**config.mk**
```make
export PLATFORM = sky130hd
export DESIGN_NAME = sat_alu
export DESIGN_NICKNAME = d
export VERILOG_FILES = /design/src/rtl/sat_alu_pkg.sv /design/src/rtl/sat_alu_clamp.sv /design/src/rtl/sat_alu_addsub.sv /design/src/rtl/sat_alu_status.sv /design/src/rtl/sat_alu.sv
export SDC_FILE = /design/constraint.sdc
export NUM_CORES = 1
export LEC_CHECK = 0
export BUFFER_PORTS_ARGS = -buffer_cell sky130_fd_sc_hd__buf_2
export CAP_MARGIN = 25
export CORE_ASPECT_RATIO = 0.5
export CORE_UTILIZATION = 40
export CTS_CLUSTER_SIZE = 8
export DETAILED_ROUTE_END_ITERATION = 16
export SYNTH_ARGS = -nofsm -noshare
export SYNTH_HDL_FRONTEND = slang
export SYNTH_SLANG_ARGS = --single-unit
```
**constraint.sdc**
```tcl
create_clock -name clk -period 3.13 [get_ports clk]
set_input_delay 0.313 -clock clk [delete_from_list [all_inputs] [get_ports clk]]
set_output_delay 0.313 -clock clk [all_outputs]
set_load 0.005 [all_outputs]
```
**src/rtl/sat_alu_pkg.sv**
```systemverilog
`timescale 1ns/1ps
package sat_alu_pkg;

    typedef enum logic [2:0] {
        OP_ADD  = 3'd0,
        OP_SUB  = 3'd1,
        OP_CMP  = 3'd2,
        OP_AVG  = 3'd3,
        OP_AND  = 3'd4,
        OP_OR   = 3'd5,
        OP_XOR  = 3'd6,
        OP_DUAL = 3'd7
    } alu_op_e;

    // bit 0 zero .. bit 4 invalid
    typedef struct packed {
        logic inv;
        logic c;
        logic v;
        logic n;
        logic z;
    } alu_flags_t;

    localparam int FLAG_W   = $bits(alu_flags_t);
    localparam int STICKY_W = 2;
    localparam int STK_OVF  = 0;
    localparam int STK_INV  = 1;
    localparam int LANES    = 2;   // 0 = sum lane, 1 = difference lane

    function automatic logic is_logic_op(input alu_op_e op);
        return (op == OP_AND) || (op == OP_OR) || (op == OP_XOR);
    endfunction

    function automatic logic writes_result(input alu_op_e op);
        return op != OP_CMP;
    endfunction

    function automatic alu_flags_t make_flags(input logic zero, input logic neg,
                                              input logic ovf, input logic cry);
        alu_flags_t f;
        f.z   = zero;
        f.n   = neg;
        f.v   = ovf;
        f.c   = cry;
        f.inv = 1'b0;
        return f;
    endfunction

endpackage

```
**src/rtl/sat_alu_clamp.sv**
```systemverilog
`timescale 1ns/1ps
module sat_alu_clamp #(
    parameter int WIDTH = 32
) (
    input  logic [WIDTH:0]   ext_val,
    input  logic             sat_en,
    output logic [WIDTH-1:0] out_val,
    output logic             ovf
);
    localparam logic [WIDTH-1:0] POS_MAX = {1'b0, {(WIDTH-1){1'b1}}};
    localparam logic [WIDTH-1:0] NEG_MIN = {1'b1, {(WIDTH-1){1'b0}}};

    always_comb begin
        ovf = ext_val[WIDTH] ^ ext_val[WIDTH-1];
        if (sat_en && ovf)
            out_val = ext_val[WIDTH] ? NEG_MIN : POS_MAX;
        else
            out_val = ext_val[WIDTH-1:0];
    end
endmodule

```
**src/rtl/sat_alu_addsub.sv**
```systemverilog
`timescale 1ns/1ps
module sat_alu_addsub
    import sat_alu_pkg::*;
#(
    parameter int WIDTH = 32
) (
    input  logic [WIDTH-1:0] a,
    input  logic [WIDTH-1:0] b,
    input  logic             sat_en,
    output logic [WIDTH-1:0] lane_sat [LANES],
    output logic [WIDTH-1:0] lane_raw [LANES],
    output logic             lane_ovf [LANES],
    output logic             lane_cry [LANES],
    output logic [WIDTH-1:0] avg_val
);
    localparam int EXT_W = WIDTH + 1;

    logic [EXT_W-1:0] a_ext;
    logic [EXT_W-1:0] b_ext;
    logic [EXT_W-1:0] ext_val [LANES];

    assign a_ext = {a[WIDTH-1], a};
    assign b_ext = {b[WIDTH-1], b};

    // sum lane and difference lane (a + ~b + 1), both sign-extended
    assign ext_val[0] = a_ext + b_ext;
    assign ext_val[1] = a_ext + ~b_ext + {{(EXT_W-1){1'b0}}, 1'b1};

    // unsigned carry out recovered from the extended top bit
    assign lane_cry[0] = ext_val[0][WIDTH] ^ a[WIDTH-1] ^ b[WIDTH-1];
    assign lane_cry[1] = ext_val[1][WIDTH] ^ a[WIDTH-1] ^ ~b[WIDTH-1];

    // signed average keeps the bit above the word
    assign avg_val = ext_val[0][WIDTH:1];

    for (genvar g = 0; g < LANES; g++) begin : g_lane
        assign lane_raw[g] = ext_val[g][WIDTH-1:0];
        sat_alu_clamp #(.WIDTH(WIDTH)) u_clamp (
            .ext_val (ext_val[g]),
            .sat_en  (sat_en),
            .out_val (lane_sat[g]),
            .ovf     (lane_ovf[g])
        );
    end
endmodule

```
**src/rtl/sat_alu_status.sv**
```systemverilog
`timescale 1ns/1ps
module sat_alu_status
    import sat_alu_pkg::*;
(
    input  logic                clk,
    input  logic                rst,
    input  logic                upd,
    input  alu_flags_t          nxt_flags,
    input  logic                stk_wr,
    input  logic [STICKY_W-1:0] stk_wdata,
    output alu_flags_t          flags_q,
    output logic [STICKY_W-1:0] sticky_q
);
    always_ff @(posedge clk) begin
        if (rst)
            flags_q <= '0;
        else if (upd)
            flags_q <= nxt_flags;
    end

    always_ff @(posedge clk) begin
        if (rst) begin
            sticky_q <= '0;
        end else if (stk_wr) begin
            sticky_q <= stk_wdata;
        end else if (upd) begin
            sticky_q[STK_OVF] <= sticky_q[STK_OVF] | nxt_flags.v;
            sticky_q[STK_INV] <= sticky_q[STK_INV] | nxt_flags.inv;
        end
    end

    assert_sticky_hold_R10: assert property (@(posedge clk) disable iff (rst)
        (sticky_q[STK_OVF] && !stk_wr) |=> sticky_q[STK_OVF]);

    assert_sticky_load_R10: assert property (@(posedge clk) disable iff (rst)
        stk_wr |=> (sticky_q == $past(stk_wdata)));

    assert_invalid_clear_R9: assert property (@(posedge clk) disable iff (rst)
        upd |=> !flags_q.inv);

    assert_idle_flags_R11: assert property (@(posedge clk) disable iff (rst)
        !upd |=> $stable(flags_q));
endmodule

```
**src/rtl/sat_alu.sv**
```systemverilog
`timescale 1ns/1ps
module sat_alu
    import sat_alu_pkg::*;
#(
    parameter int WIDTH = 32
) (
    input  logic                clk,
    input  logic                rst,
    input  logic                op_valid,
    input  logic [2:0]          op_code,
    input  logic                sat_en,
    input  logic [WIDTH-1:0]    opa,
    input  logic [WIDTH-1:0]    opb,
    input  logic                stk_wr,
    input  logic [STICKY_W-1:0] stk_wdata,
    output logic [WIDTH-1:0]    res,
    output logic [WIDTH-1:0]    res_diff,
    output logic [FLAG_W-1:0]   status,
    output logic [STICKY_W-1:0] sticky,
    output logic                ge
);
    localparam logic [WIDTH-1:0] POS_MAX = {1'b0, {(WIDTH-1){1'b1}}};
    localparam logic [WIDTH-1:0] NEG_MIN = {1'b1, {(WIDTH-1){1'b0}}};

    alu_op_e          op;
    logic [WIDTH-1:0] lane_sat [LANES];
    logic [WIDTH-1:0] lane_raw [LANES];
    logic             lane_ovf [LANES];
    logic             lane_cry [LANES];
    logic [WIDTH-1:0] avg_val;
    logic [WIDTH-1:0] bit_val;

    logic [WIDTH-1:0] res_nxt;
    logic [WIDTH-1:0] raw_nxt;
    logic             v_nxt;
    logic             c_nxt;
    alu_flags_t       flags_nxt;
    alu_flags_t       flags_q;

    logic [WIDTH-1:0] res_q;
    logic [WIDTH-1:0] diff_q;

    assign op = alu_op_e'(op_code);

    sat_alu_addsub #(.WIDTH(WIDTH)) u_addsub (
        .a        (opa),
        .b        (opb),
        .sat_en   (sat_en),
        .lane_sat (lane_sat),
        .lane_raw (lane_raw),
        .lane_ovf (lane_ovf),
        .lane_cry (lane_cry),
        .avg_val  (avg_val)
    );

    always_comb begin
        unique case (op)
            OP_AND:  bit_val = opa & opb;
            OP_OR:   bit_val = opa | opb;
            default: bit_val = opa ^ opb;
        endcase
    end

    always_comb begin
        res_nxt = lane_sat[0];
        raw_nxt = lane_raw[0];
        v_nxt   = lane_ovf[0];
        c_nxt   = lane_cry[0];
        unique case (op)
            OP_ADD: ;
            OP_SUB, OP_CMP: begin
                res_nxt = lane_sat[1];
                raw_nxt = lane_raw[1];
                v_nxt   = lane_ovf[1];
                c_nxt   = lane_cry[1];
            end
            OP_AVG: begin
                res_nxt = avg_val;
                raw_nxt = avg_val;
                v_nxt   = 1'b0;
            end
            OP_AND, OP_OR, OP_XOR: begin
                res_nxt = bit_val;
                raw_nxt = bit_val;
                v_nxt   = 1'b0;
                c_nxt   = 1'b0;
            end
            OP_DUAL: v_nxt = lane_ovf[0] | lane_ovf[1];
            default: ;
        endcase
        flags_nxt = make_flags(raw_nxt == '0, raw_nxt[WIDTH-1], v_nxt, c_nxt);
    end

    always_ff @(posedge clk) begin
        if (rst) begin
            res_q  <= '0;
            diff_q <= '0;
        end else if (op_valid) begin
            if (writes_result(op))
                res_q <= res_nxt;
            if (op == OP_DUAL)
                diff_q <= lane_sat[1];
        end
    end

    sat_alu_status u_status (
        .clk       (clk),
        .rst       (rst),
        .upd       (op_valid),
        .nxt_flags (flags_nxt),
        .stk_wr    (stk_wr),
        .stk_wdata (stk_wdata),
        .flags_q   (flags_q),
        .sticky_q  (sticky)
    );

    assign res      = res_q;
    assign res_diff = diff_q;
    assign status   = flags_q;
    assign ge       = ~(flags_q.n ^ flags_q.v);

    assert_cmp_keeps_R5: assert property (@(posedge clk) disable iff (rst)
        (op_valid && op == OP_CMP) |=> ($stable(res_q) && $stable(diff_q)));

    assert_logic_no_cv_R7: assert property (@(posedge clk) disable iff (rst)
        (op_valid && is_logic_op(op)) |=> (!flags_q.c && !flags_q.v));

    assert_sat_clamp_R3: assert property (@(posedge clk) disable iff (rst)
        (op_valid && sat_en && op == OP_ADD && lane_ovf[0])
            |=> (res_q == POS_MAX || res_q == NEG_MIN));

    assert_diff_only_dual_R8: assert property (@(posedge clk) disable iff (rst)
        (!op_valid || op != OP_DUAL) |=> $stable(diff_q));

    assert_idle_result_R11: assert property (@(posedge clk) disable iff (rst)
        !op_valid |=> $stable(res_q));
endmodule

```
# After elaboration in Yosys (flattened, before gate mapping)
# Cells that the tools add are included.
# classes
bitwise_logic	15
n_eq_ne	8
mux	11
addsub	3
reduce_logical	9
# ops
operator	n
$pmux W32 S3	2
$mux W32	4
$pmux W32 S2	1
$add A32 B32 Y33	1
$add A33 B1 Y33 const B	1
$add A33 B33 Y33	1
$not A33 Y33	1
$and A32 B32 Y32	1
$logic_not A32 Y1	1
$or A32 B32 Y32	1
$xor A32 B32 Y32	1
$eq A3 B3 Y1 const B	4
$xor A1 B1 Y1	7
$eq A3 B2 Y1 const B	2
$reduce_and A2 Y1	2
$reduce_or A4 Y1	1
$eq A3 B1 Y1 const B	1
$ne A3 B2 Y1 const B	1
$pmux W1 S3	1
$reduce_or A3 Y1	1
$logic_and A1 B1 Y1	2
$mux W2	1
$not A1 Y1	2
$or A1 B1 Y1	2
4 further kinds	4
# word_totals
wordCells	54
inputBits	74
out_inout_bits	72
reg_bits	70

# Logic depth before layout (Yosys ltp)
# Gate-level depths: netlist of run 1.
# logic_depth
ltp_word	9
depth_mapped	15
ltp_nobuf	14

# Cells and area by module
# Synthesis of run 1 repeated with hierarchy kept, for this count alone.
# unflattened
hier_cells	1505
hier_area_um2	11030.6
# modules_own_cells
mod	area_each_um2	instances	cells_each	seq_area_each_um2
sat_alu	4968.5	1	673	1281.2
sat_alu_addsub	4585.6	1	648	0.0
sat_alu_clamp	609.3	2	80	0.0
sat_alu_status	257.7	1	24	140.1

# Worst setup path before layout of run 1
# OpenSTA, ideal clock, no wires.
# synth_path
path_kind	in2reg
start	input port opa[0]
end	register u_status.flags_q[0] (netlist name)
setup_ps	69
n_path_buf	0
slack_ps	-184
arrival_ps	3245
required_ps	3061
path_stages	14
path_cell_list	ha_1 > inv_1 > fa_1 > nand2b_1 > a2111o_1 > a22o_1 > o21ai_0 > xnor2_1 > nor4bb_1 > a31oi_1 > o32ai_1 > and4_1 > o2111ai_1 > o21ai_1
# synth_between
elab_chain_len	4
word_cells_on_any_way	9
classes_between	add/sub (3); mux (2); bitwise (3); reduce/logical (1)
# synth_rtl
item	line_no	rtl
from (decl)	sat_alu.sv:12	input logic [WIDTH-1:0] opa,
$add A33 B33 Y33 (tied with other cells)	sat_alu_addsub.sv:27	assign ext_val[1] = a_ext + ~b_ext + {{(EXT_W-1){1'b0}}, 1'b1};
$add A33 B1 Y33 / $pmux W32 S2 (equally long branches)	sat_alu_addsub.sv:27, sat_alu.sv:57	
$pmux W32 S3 *	sat_alu.sv:69	unique case (op)
$logic_not A32 Y1 *	sat_alu.sv:91	flags_nxt = make_flags(raw_nxt == '0, raw_nxt[WIDTH-1], v_nxt, c_nxt);
# Every way passes the cells marked *; elsewhere a longest branch is shown, timed or not.
# A chain may end at the register's enable or synchronous reset.

# Worst setup path in the final report of run 1
# layout_path
start	input port opb[0]
end	register res_q[28] (netlist: res[28])
# layout_between
elab_chain_len	7
word_cells_on_any_way	13
classes_between	add/sub (3); mux (5); bitwise (3); reduce/logical (2)
# layout_rtl
item	line_no	rtl
from (decl)	sat_alu.sv:13	input logic [WIDTH-1:0] opb,
$not A33 Y33	sat_alu_addsub.sv:27	
$add A33 B33 Y33	sat_alu_addsub.sv:27	
$add A33 B1 Y33	sat_alu_addsub.sv:27	
$xor A1 B1 Y1	sat_alu_clamp.sv:14	ovf = ext_val[WIDTH] ^ ext_val[WIDTH-1];
$logic_and A1 B1 Y1	sat_alu_clamp.sv:15	if (sat_en && ovf)
$mux W32	sat_alu_clamp.sv:15	
$pmux W32 S3 *	sat_alu.sv:69	
to (signal assigned)	sat_alu.sv:100	res_q <= res_nxt;
to (decl)	sat_alu.sv:40	logic [WIDTH-1:0] res_q;
# Marked as above.

==> impl_results.md, run 1 <==
- Multi-input gate area: 7800 sq um
- Largest net degree at the start of global routing: 54
- Final Cycle Share: 1.06
- Syn nets: 1430
- Area contributors post-synth: dfxtp_1, ha_1, a21oi_1, o21ai_0, xnor2_1
- DR iter-0 viols: approximately 1200
- Most frequent cells in the layout: buf_4, buf_2, nand2_1
- Synth Cell Area: 9080 sq um
- PwrDens: 380 nW/um^2
- Crit path arrival time: 3.53 ns
- Worst Setup End Kind: flop
- Worst-Margin Slew: 0.673 ns
- RSZ-0062 raised after global routing: true
- Critical path fanouts, max: 3
- Max Clock Skew: 0 ns
- Cell taking the most area after synthesis: dfxtp_1
- Initial antenna violation count: 1
- P_leak: 6.86 nW
- I/O pins: 146
- Area share of the largest cell type after synthesis: 0.154
- Mean Syn Cell Area: 7.22 sq um
- # port buffers: 144
- Area Growth Syn to Fin: 61.5%
- Clock sinks: 70
- Worst-case reg-to-reg path depth: 3
- Fill count: 1950
- DP Area: between 10000 and 15000 sq um
- Post-Place Setup Slack: -0.788 ns
- Req. time, crit path: 3.36 ns
- Die H: 109 um
- Yosys warning total: 0
- First-pass DRT Iterations: 7
- Netlist cell types: between 100 and 150
- Min-Delay Path Depth: 2
- Register bit count reported by yosys: 70
- Routed vias/inst: 5.72
- Run status: complete, but fails checks
- Post-synthesis sequential area ratio: 0.154
- Die span in x: 215 um
- Register area: 1400 sq um
- Row count: 38
- CTS max path bufs: 2
- Maximum vdd ir drop: ~0.00032 V
- GRT Overall Usage: 0.373
- Clk_lat worst skew: 0.33 ns
- Startpoint Class: input port
- DRC errors left: 0
- Worst min path class: input port to flop
- Num CTS Buffers: 9
- EDFF count, synth: 0
- H-tree depth: 3
- Hold WS: 0.232 ns
- Failing checks: negative setup slack
- Global-route wire length before repair: 65.9 mm
- Fmax: around 0.30 GHz
- Setup Viol. Count Final: 50
- Floorplan Core Area: 22000 sq um
- Most used DFF post-synth: dfxtp_1
- GPL Wtd Cong: between 1 and 1.5
- Fin area: 14700 sq um
- Clk Tree Root Cell: clkbuf_16
- Detail Route Antenna Nets: 0
- Hold_buf cts: 0
- Syn Inst Count: 1258
- Share of layout cells above drive strength 1: 0.455
- Die footprint: 23300 sq um
- Routed WL: 45.0 mm
- DPL Wire Length: roughly 37 mm
- Commonest non-fill, non-tap cell in the layout: buf_4
- CTS tree: built
- Setup ws final: -0.173 ns
- Slew Limit Fails: 0
- Vias in the first global route: 11068
- Rel. slew slack: 0.540
- Post-synth ARST share: 0
- WS Path Type: input port to flop
- Max-cap check violation count: 0
- Starting density of the core: 0.413
- Total power: 5.57 mW
- Gr ovfl total: 0
- Fin. Hold Viols: 0
- Tmin final: approximately 3.3 ns
- Final nets: 1968
- Drt wl/cell: 21.4 um
- Vias: 12024
- Reg clk slew, reported paths: 0.06 ns
## cells by family after synthesis
kind of cell             Yosys count  synth area share
other                              1          0.000413
AO/OA/AOI/OAI                    479             0.351
adder cells (fa/ha/maj)           98             0.137
buffers and inverters            186            0.0892
AND/OR/NAND/NOR                  355             0.200
multiplexers                       5           0.00551
XOR/XNOR                          64            0.0634
flip-flops                        70             0.154
## power breakdown
group / total, mW / internal, mW / leakage, nW / switching, mW
Combinational: 3.38 / 1.56 / 6.13 / 1.83
Sequential: 1.03 / 0.969 / 0.572 / 0.0585
Clock: 1.16 / 0.773 / 0.161 / 0.388
## per-stage QoR
stage	cells	TNS (ns)	utilization
after floorplan	1258	-0.0423	-
after global placement	2064	-41.62	0.602
after detailed placement	2064	-37.97	0.602
after CTS	2095	-2.05	0.644
after global routing	2100	-7.87	0.667
final	2101	-3.91	0.667
## worst max-delay path: stages
cell	delay, ns
buf_8	0.10
buf_6	0.11
ha_4	0.16
fa_2	0.37
nor2_4	0.15
o311ai_4	0.16
a31oi_4	0.23
a211oi_4	0.10
nor4_1	0.46
buf_4	0.19
nor2_1	0.05
o21ai_0	0.22
xnor2_1	0.26
o21ai_0	0.31
a21oi_1	0.24
o21ai_1	0.09
## cell usage after synthesis, types with 24 or more instances
cell	number
a21oi_1	145
buf_2	24
clkbuf_1	38
dfxtp_1	70
ha_1	96
inv_1	97
nand2_1	114
nor2_1	73
o21ai_0	104
o22ai_1	24
or3_1	27
xnor2_1	53
## final timing paths
path,from,to,slack [ns]
max,opb[0],res[28],-0.17
min,stk_wr,u_status.sticky_q[0],0.23
max reg2reg,u_status.sticky_q[0],u_status.sticky_q[0],2.34
min reg2reg,res_diff[22],res_diff[22],0.45
## metal layers
metal	share of wire	global-route usage
met3	0.14	0.154
met4	0.019	0.0669
met2	0.38	0.503
met1	0.46	0.544
met5	0	0
## area by class of cell
| class | count | area share |
|---|---|---|
| Clock inverter | 6 | 0.00760 |
| Tap cell | 300 | 0.0256 |
| Multi-Input combinational cell | 1003 | 0.532 |
| Antenna cell | 1 | 0.000171 |
| Inverter | 104 | 0.0269 |
| Timing Repair Buffer | 608 | 0.296 |
| Clock buffer | 9 | 0.0154 |
| Sequential cell | 70 | 0.0956 |
## what timing repair did
| item | 4_1_cts | 5_1_grt |
|---|---|---|
| pin swaps | 55 | 26 |
| gates cloned | 1 | 1 |
| buffers inserted | 16 | 4 |
| endpoints found under the setup margin | 66 | 69 |
| resized for setup | 107 | 116 |
## state kept, by name, summed over array words and instances (netlist names)
| register | cells |
|---|---|
| u_status.sticky_q | 2 |
| res | 32 |
| u_status.flags_q | 4 |
| res_diff | 32 |
Note: power is estimated with default switching activity, not from simulation.
==> run 2, diff against run 1 <==
--- a/config.mk
+++ b/config.mk
@@ -11,6 +11,7 @@
 export CORE_UTILIZATION = 40
 export CTS_CLUSTER_SIZE = 8
 export DETAILED_ROUTE_END_ITERATION = 16
+export RECOVER_POWER = 25
 export SYNTH_ARGS = -nofsm -noshare
 export SYNTH_HDL_FRONTEND = slang
 export SYNTH_SLANG_ARGS = --single-unit
==> impl_results.md, run 2 (synthesized netlist as in run 1, its figures left out) <==
- Die span in x: 215 um (unchanged)
- RSZ-0062 raised after global routing: true
- PwrDens: 380 nW/um^2 (about the same)
- Total power: 5.57 mW (about the same)
- Internal: 3.30 mW (about the same)
- Worst-Margin Slew: 0.697 ns (+0.0245 ns)
- Share of layout cells above drive strength 1: 0.452 (-0.00278)
- Clk pwr share: 0.209 (about the same)
- Fmax: 0.303 GHz (+0.11%)
- Final Cycle Share: 1.05 (-0.00115)
- Req. time, crit path: 3.36 ns (about the same)
- Largest net degree at the start of global routing: 54 (unchanged)
- Fin area: 14700 sq um (about the same)
- Crit path arrival time: 3.53 ns (about the same)
- Starting density of the core: 0.413 (unchanged)
- DRC errors left: 0 (unchanged)
- Run status: complete, but fails checks
- Rel. slew slack: 0.523 (-0.0168)
- Reg clk slew, reported paths: 0.07 ns (about the same)
- Clock sinks: 70 (unchanged)
- Routed vias/inst: 5.69 (-0.56%)
- CTS tree: built
- WS Path Type: input port to flop
- P_leak: 6.84 nW (-0.31%)
- Gr ovfl total: 0 (unchanged)
- # port buffers: 144 (unchanged)
- Maximum vdd ir drop: 0.000320 V (+0.64%)
- Detail Route Antenna Nets: 0 (unchanged)
- Setup Viol. Count Final: 51 (+2.0%)
- Clk_lat worst skew: 0.33 ns (about the same)
- Max-cap check violation count: 0 (unchanged)
- DR iter-0 viols: 1287 (+4.4%)
- Min-Delay Path Depth: 2 (unchanged)
- Clk Tree Root Cell: clkbuf_16
- Die footprint: 23300 sq um (unchanged)
- Critical path fanouts, max: 3 (unchanged)
- Worst min path class: input port to flop
- Final nets: 1968 (unchanged)
- Num CTS Buffers: 9 (unchanged)
- Initial antenna violation count: 1 (unchanged)
- Vias in the first global route: 11068 (unchanged)
- Global-route wire length before repair: 65.9 mm (unchanged)
- Commonest non-fill, non-tap cell in the layout: buf_4
- Hold WS: 0.228 ns (-0.00390 ns)
- Vias: 11957 (-0.56%)
- Worst Setup End Kind: flop
- Startpoint Class: input port
- First-pass DRT Iterations: 6 (-1)
- Most frequent cells in the layout: buf_4, buf_2, nand2_1
- Failing checks: negative setup slack
- Row count: 38 (unchanged)
- H-tree depth: 3 (unchanged)
- I/O pins: 146 (unchanged)
- Tmin final: 3.30 ns (-0.00359 ns)
- DPL Wire Length: 37.2 mm (unchanged)
- Slew Limit Fails: 0 (unchanged)
- Die H: 109 um (unchanged)
- Hold_buf cts: 0 (unchanged)
- Drt wl/cell: 21.4 um (about the same)
- Worst-case reg-to-reg path depth: 3 (unchanged)
- Fin. Hold Viols: 0 (unchanged)
- Area Growth Syn to Fin: 61.4% (about the same)
- Sequential share of power: 0.184 (about the same)
- Switching power: 2.27 mW (-0.14%)
- GPL Wtd Cong: 1.04 (unchanged)
- Floorplan Core Area: 22000 sq um (unchanged)
- Sw Share: 0.408 (about the same)
- Routed WL: 45.0 mm (about the same)
- Logic pwr share: 0.607 (about the same)
- Max Clock Skew: 0 ns (unchanged)
- Setup ws final: -0.170 ns (+0.00359 ns)
- GRT Overall Usage: 0.373 (unchanged)
- CTS max path bufs: 2 (unchanged)
- DP Area: 13200 sq um (unchanged)
==> run 2: final timing paths <==
check | start | to | slack [ns]
worst min-delay path | stk_wr | u_status.sticky_q[0] | 0.23
worst max register to register | u_status.sticky_q[0] | u_status.sticky_q[0] | 2.34
worst max-delay path | opb[0] | res[28] | -0.17
worst min register to register | res_diff[22] | res_diff[22] | 0.45
==> run 2: power by group through the flow <==
stage | Sequential, mW | Combinational (mW) | Clock, mW
2_1_floorplan | 1.03 | 1.30 | 0
3_3_place_gp | 1.04 | 2.84 | 0
3_5_place_dp | 1.04 | 2.87 | 0
4_1_cts | 1.02 | 3.08 | 1.16
5_1_grt | 1.03 | 3.54 | 1.21
6_report | 1.03 | 3.38 | 1.16
==> run 2: timing repair <==
action,4_1_cts,5_1_grt
setup endpoints to repair,66,69
gates resized for setup,107,116
gates cloned,1,1
setup buffers,16,4
pin swaps,55,26
==> run 2: metal layers <==
| metal | vias to the layer above | GRT usage | routed length [um] |
|---|---|---|---|
| met3 | 60 | 0.154 | 6320 |
| met1 | 5602 | 0.544 | 20900 |
| met5 | - | 0 | 0 |
| met2 | 670 | 0.503 | 17100 |
| met4 | 0 | 0.0669 | 699 |
| li1 | 5625 | - | - |
==> run 2: stage by stage <==
step            util  std cells  worst slack [ns]  TNS (ns)
6_report       0.667       2101            -0.170     -4.05
5_1_grt        0.667       2100            -0.222     -7.87
4_1_cts        0.644       2095           -0.0827     -2.05
3_5_place_dp   0.602       2064            -0.788    -37.97
3_3_place_gp   0.602       2064            -0.798    -41.62
2_1_floorplan      -       1258           -0.0191   -0.0423
==> run 2: final cells by class <==
class | instances | area (sq um)
multi-input cells | 1003 | 7800
fillers | 1953 | 7310
repair buffers | 608 | 4340
flip-flops and latches | 70 | 1400
inverters | 104 | 394
well taps | 300 | 375
clock buffers | 9 | 225
clock inverters | 6 | 111
diodes | 1 | 2.50
==> run 2: worst max-delay path, stage by stage <==
cell	delay [ns]
buf_8	0.10
buf_6	0.11
ha_4	0.16
fa_2	0.37
nor2_4	0.15
o311ai_4	0.15
a31oi_4	0.23
a211oi_4	0.11
nor4_1	0.47
buf_4	0.20
nor2_1	0.05
o21ai_0	0.22
xnor2_1	0.26
o21ai_0	0.29
a21oi_1	0.24
o21ai_1	0.09
==> run 3, diff against run 2 <==
==> constraint.sdc (replaced) <==
create_clock -name clk -period 3.13 [get_ports clk]
set_input_delay 0.626 -clock clk [delete_from_list [all_inputs] [get_ports clk]]
set_output_delay 0.626 -clock clk [all_outputs]
set_load 0.005 [all_outputs]
==> impl_results.md, run 3 (synthesized netlist as in run 1, its figures left out) <==
- Critical path fanouts, max: 14 (+11)
- Reg clk slew, reported paths: 0.05 ns (-0.02 ns)
- Slowest-stage cell, CP: a2111o_1
- Fin. Hold Viols: 0 (unchanged)
- Worst min path class: flop to flop
- Die footprint: 23300 sq um (unchanged)
- Vias in the first global route: 11716 (+5.9%)
- First-pass DRT Iterations: 6 (unchanged)
- CTS tree: built
- I/O pins: 146 (unchanged)
- Fmax: 0.267 GHz (-12%)
- Clock sinks: 70 (unchanged)
- H-tree depth: 3 (unchanged)
- # port buffers: 144 (unchanged)
- Startpoint Class: input port
- Slew Limit Fails: 0 (unchanged)
- Worst-Margin Slew: 0.776 ns (+0.0785 ns)
- Setup Viol. Count Final: 69 (+35%)
- Req. time, crit path: 3.41 ns (+0.05 ns)
- Routed WL: 47.7 mm (+6.0%)
- Row count: 38 (unchanged)
- Final nets: 2035 (+3.4%)
- Slowest stage delay, CP: 0.54 ns (+0.07 ns)
- Gr ovfl total: 0 (unchanged)
- Drt wl/cell: 22.0 um (+2.7%)
- Global-route wire length before repair: 69.2 mm (+5.0%)
- Starting density of the core: 0.413 (unchanged)
- Worst Setup End Kind: flop
- CTS max path bufs: 2 (unchanged)
- Maximum vdd ir drop: 0.000350 V (+9.2%)
- Crit path arrival time: 4.02 ns (+0.49 ns)
- Crit path max-delay family: compound AO/OA/AOI/OAI gates
- Setup ws final: -0.618 ns (-0.449 ns)
- Routed vias/inst: 5.85 (+2.7%)
- Placed Cells: 2106 (+2.0%)
- Die span in x: 215 um (unchanged)
- GPL Wtd Cong: 1.05 (+0.98%)
- DPL Wire Length: 38.1 mm (+2.3%)
- Initial antenna violation count: 3 (+2)
- WS Path Type: input port to flop
- Die H: 109 um (unchanged)
- Max-cap check violation count: 0 (unchanged)
- Clk_lat worst skew: 0.33 ns (about the same)
- P_leak: 7.28 nW (+6.5%)
- Post-Place Setup Slack: -0.987 ns (-0.199 ns)
- Area Growth Syn to Fin: 71.5%
- Hold_buf cts: 0 (unchanged)
- Share of layout cells above drive strength 1: 0.477 (+0.0253)
- RSZ-0062 raised after global routing: true
- Rel. slew slack: 0.482 (-0.0409)
- Floorplan Core Area: 22000 sq um (unchanged)
- PwrDens: 378 nW/um^2 (-0.54%)
- Final Cycle Share: 1.20 (+0.143)
- GRT Overall Usage: 0.391 (+0.0178)
- Vias: 12675 (+6.0%)
- DR iter-0 viols: 1753 (+36%)
- Cell Count, Final, Fillers Out: 2168 (+3.2%)
- Most frequent cells in the layout: buf_4, buf_2, a21oi_1
- Max Clock Skew: 0 ns (unchanged)
- Failing checks: negative setup slack
- Register area: 1400 sq um (unchanged)
- Detail Route Antenna Nets: 0 (unchanged)
- Multi-input gate area: 7910 sq um (+1.3%)
- Run status: complete, but fails checks
- DRC errors left: 0 (unchanged)
- Commonest non-fill, non-tap cell in the layout: buf_4
- Fill count: 1823 (-6.7%)
- Num CTS Buffers: 9 (unchanged)
- Largest net degree at the start of global routing: 54 (unchanged)
- Clk Tree Root Cell: clkbuf_16
- Total power: 5.89 mW (+5.7%)
- Tmin final: 3.75 ns (+0.449 ns)
- Worst path cell trace: buf_8, buf_12, ha_4, inv_2, fa_2, nand2b_4, a2111o_1, buf_4, a211oi_2, o21ai_2, a21oi_1, buf_4, o21bai_4, or3_1, o211a_4, nand2b_4, o21ai_1, a22o_1
- Bufs and invs on worst path: 5 (+2)
- Fin Setup TNS: -32.86 ns (-28.81 ns)
## run 3: cell types whose count changed in the layout (fill, tap and decap cells not counted), moves of 5 or more
cell,previous run,this run
or3_1,17,24
or3_4,11,4
buf_6,12,33
buf_12,6,16
o21ai_0,72,58
o21ai_4,2,9
a21oi_1,106,119
inv_1,92,85
a21oi_2,34,23
clkbuf_1,5,0
ha_1,85,79
buf_4,446,481
## run 3: worst min-delay path, delay by kind of cell, from the launching register on
family	cells	cell delay, ns
AO/OA/AOI/OAI	1	0.05
flip-flops	1	0.30
AND/OR/NAND/NOR	1	0.05
## run 3: metrics by stage
stage                      util  hold slack (ns)  instance area (sq um)
final                     0.709            0.450                  15600
after detailed placement  0.631            0.442                  13900
after CTS                 0.683            0.451                  15000
after global routing      0.709            0.470                  15600
after global placement    0.631            0.437                  13900
after floorplan               -            0.443                   9480
## run 3: path summary, 6_finish.rpt
| check | startpoint | to | depth (start not counted) | slack, ns |
|---|---|---|---|---|
| setup / recovery | opa[0] | res[0] | 18 | -0.62 |
| hold / removal | res_diff[17] | res_diff[17] | 2 | 0.45 |
| setup reg to reg | u_status.flags_q[0] | u_status.flags_q[0] | 2 | 2.32 |
| hold reg to reg | res_diff[17] | res_diff[17] | 2 | 0.45 |
## run 3: power by group
part / leakage, nW / switching [mW] / internal, mW
Clock: 0.150 / 0.402 / 0.709
Combinational: 6.56 / 1.97 / 1.79
Sequential: 0.572 / 0.0529 / 0.968
## run 3: layout make-up
| class | count | area share |
|---|---|---|
| Inverter | 104 | 0.0267 |
| Sequential cell | 70 | 0.0900 |
| Timing Repair Buffer | 676 | 0.331 |
| Clock inverter | 4 | 0.00466 |
| Multi-Input combinational cell | 1002 | 0.508 |
| Clock buffer | 10 | 0.0153 |
| Antenna cell | 2 | 0.000321 |
| Tap cell | 300 | 0.0241 |
## run 3: repair_timing
| item | 4_1_cts | 5_1_grt |
|---|---|---|
| pin swaps | 62 | 60 |
| buffers inserted | 27 | 19 |
| gates resized for setup | 108 | 106 |
| gates cloned | 3 | 4 |
| setup endpoints to repair | 69 | 69 |
## run 3: per-layer routing
metal  part of all wire  track usage
met1               0.47        0.588
met2               0.39        0.534
met3               0.13        0.127
met4              0.014       0.0648
met5                  0            0
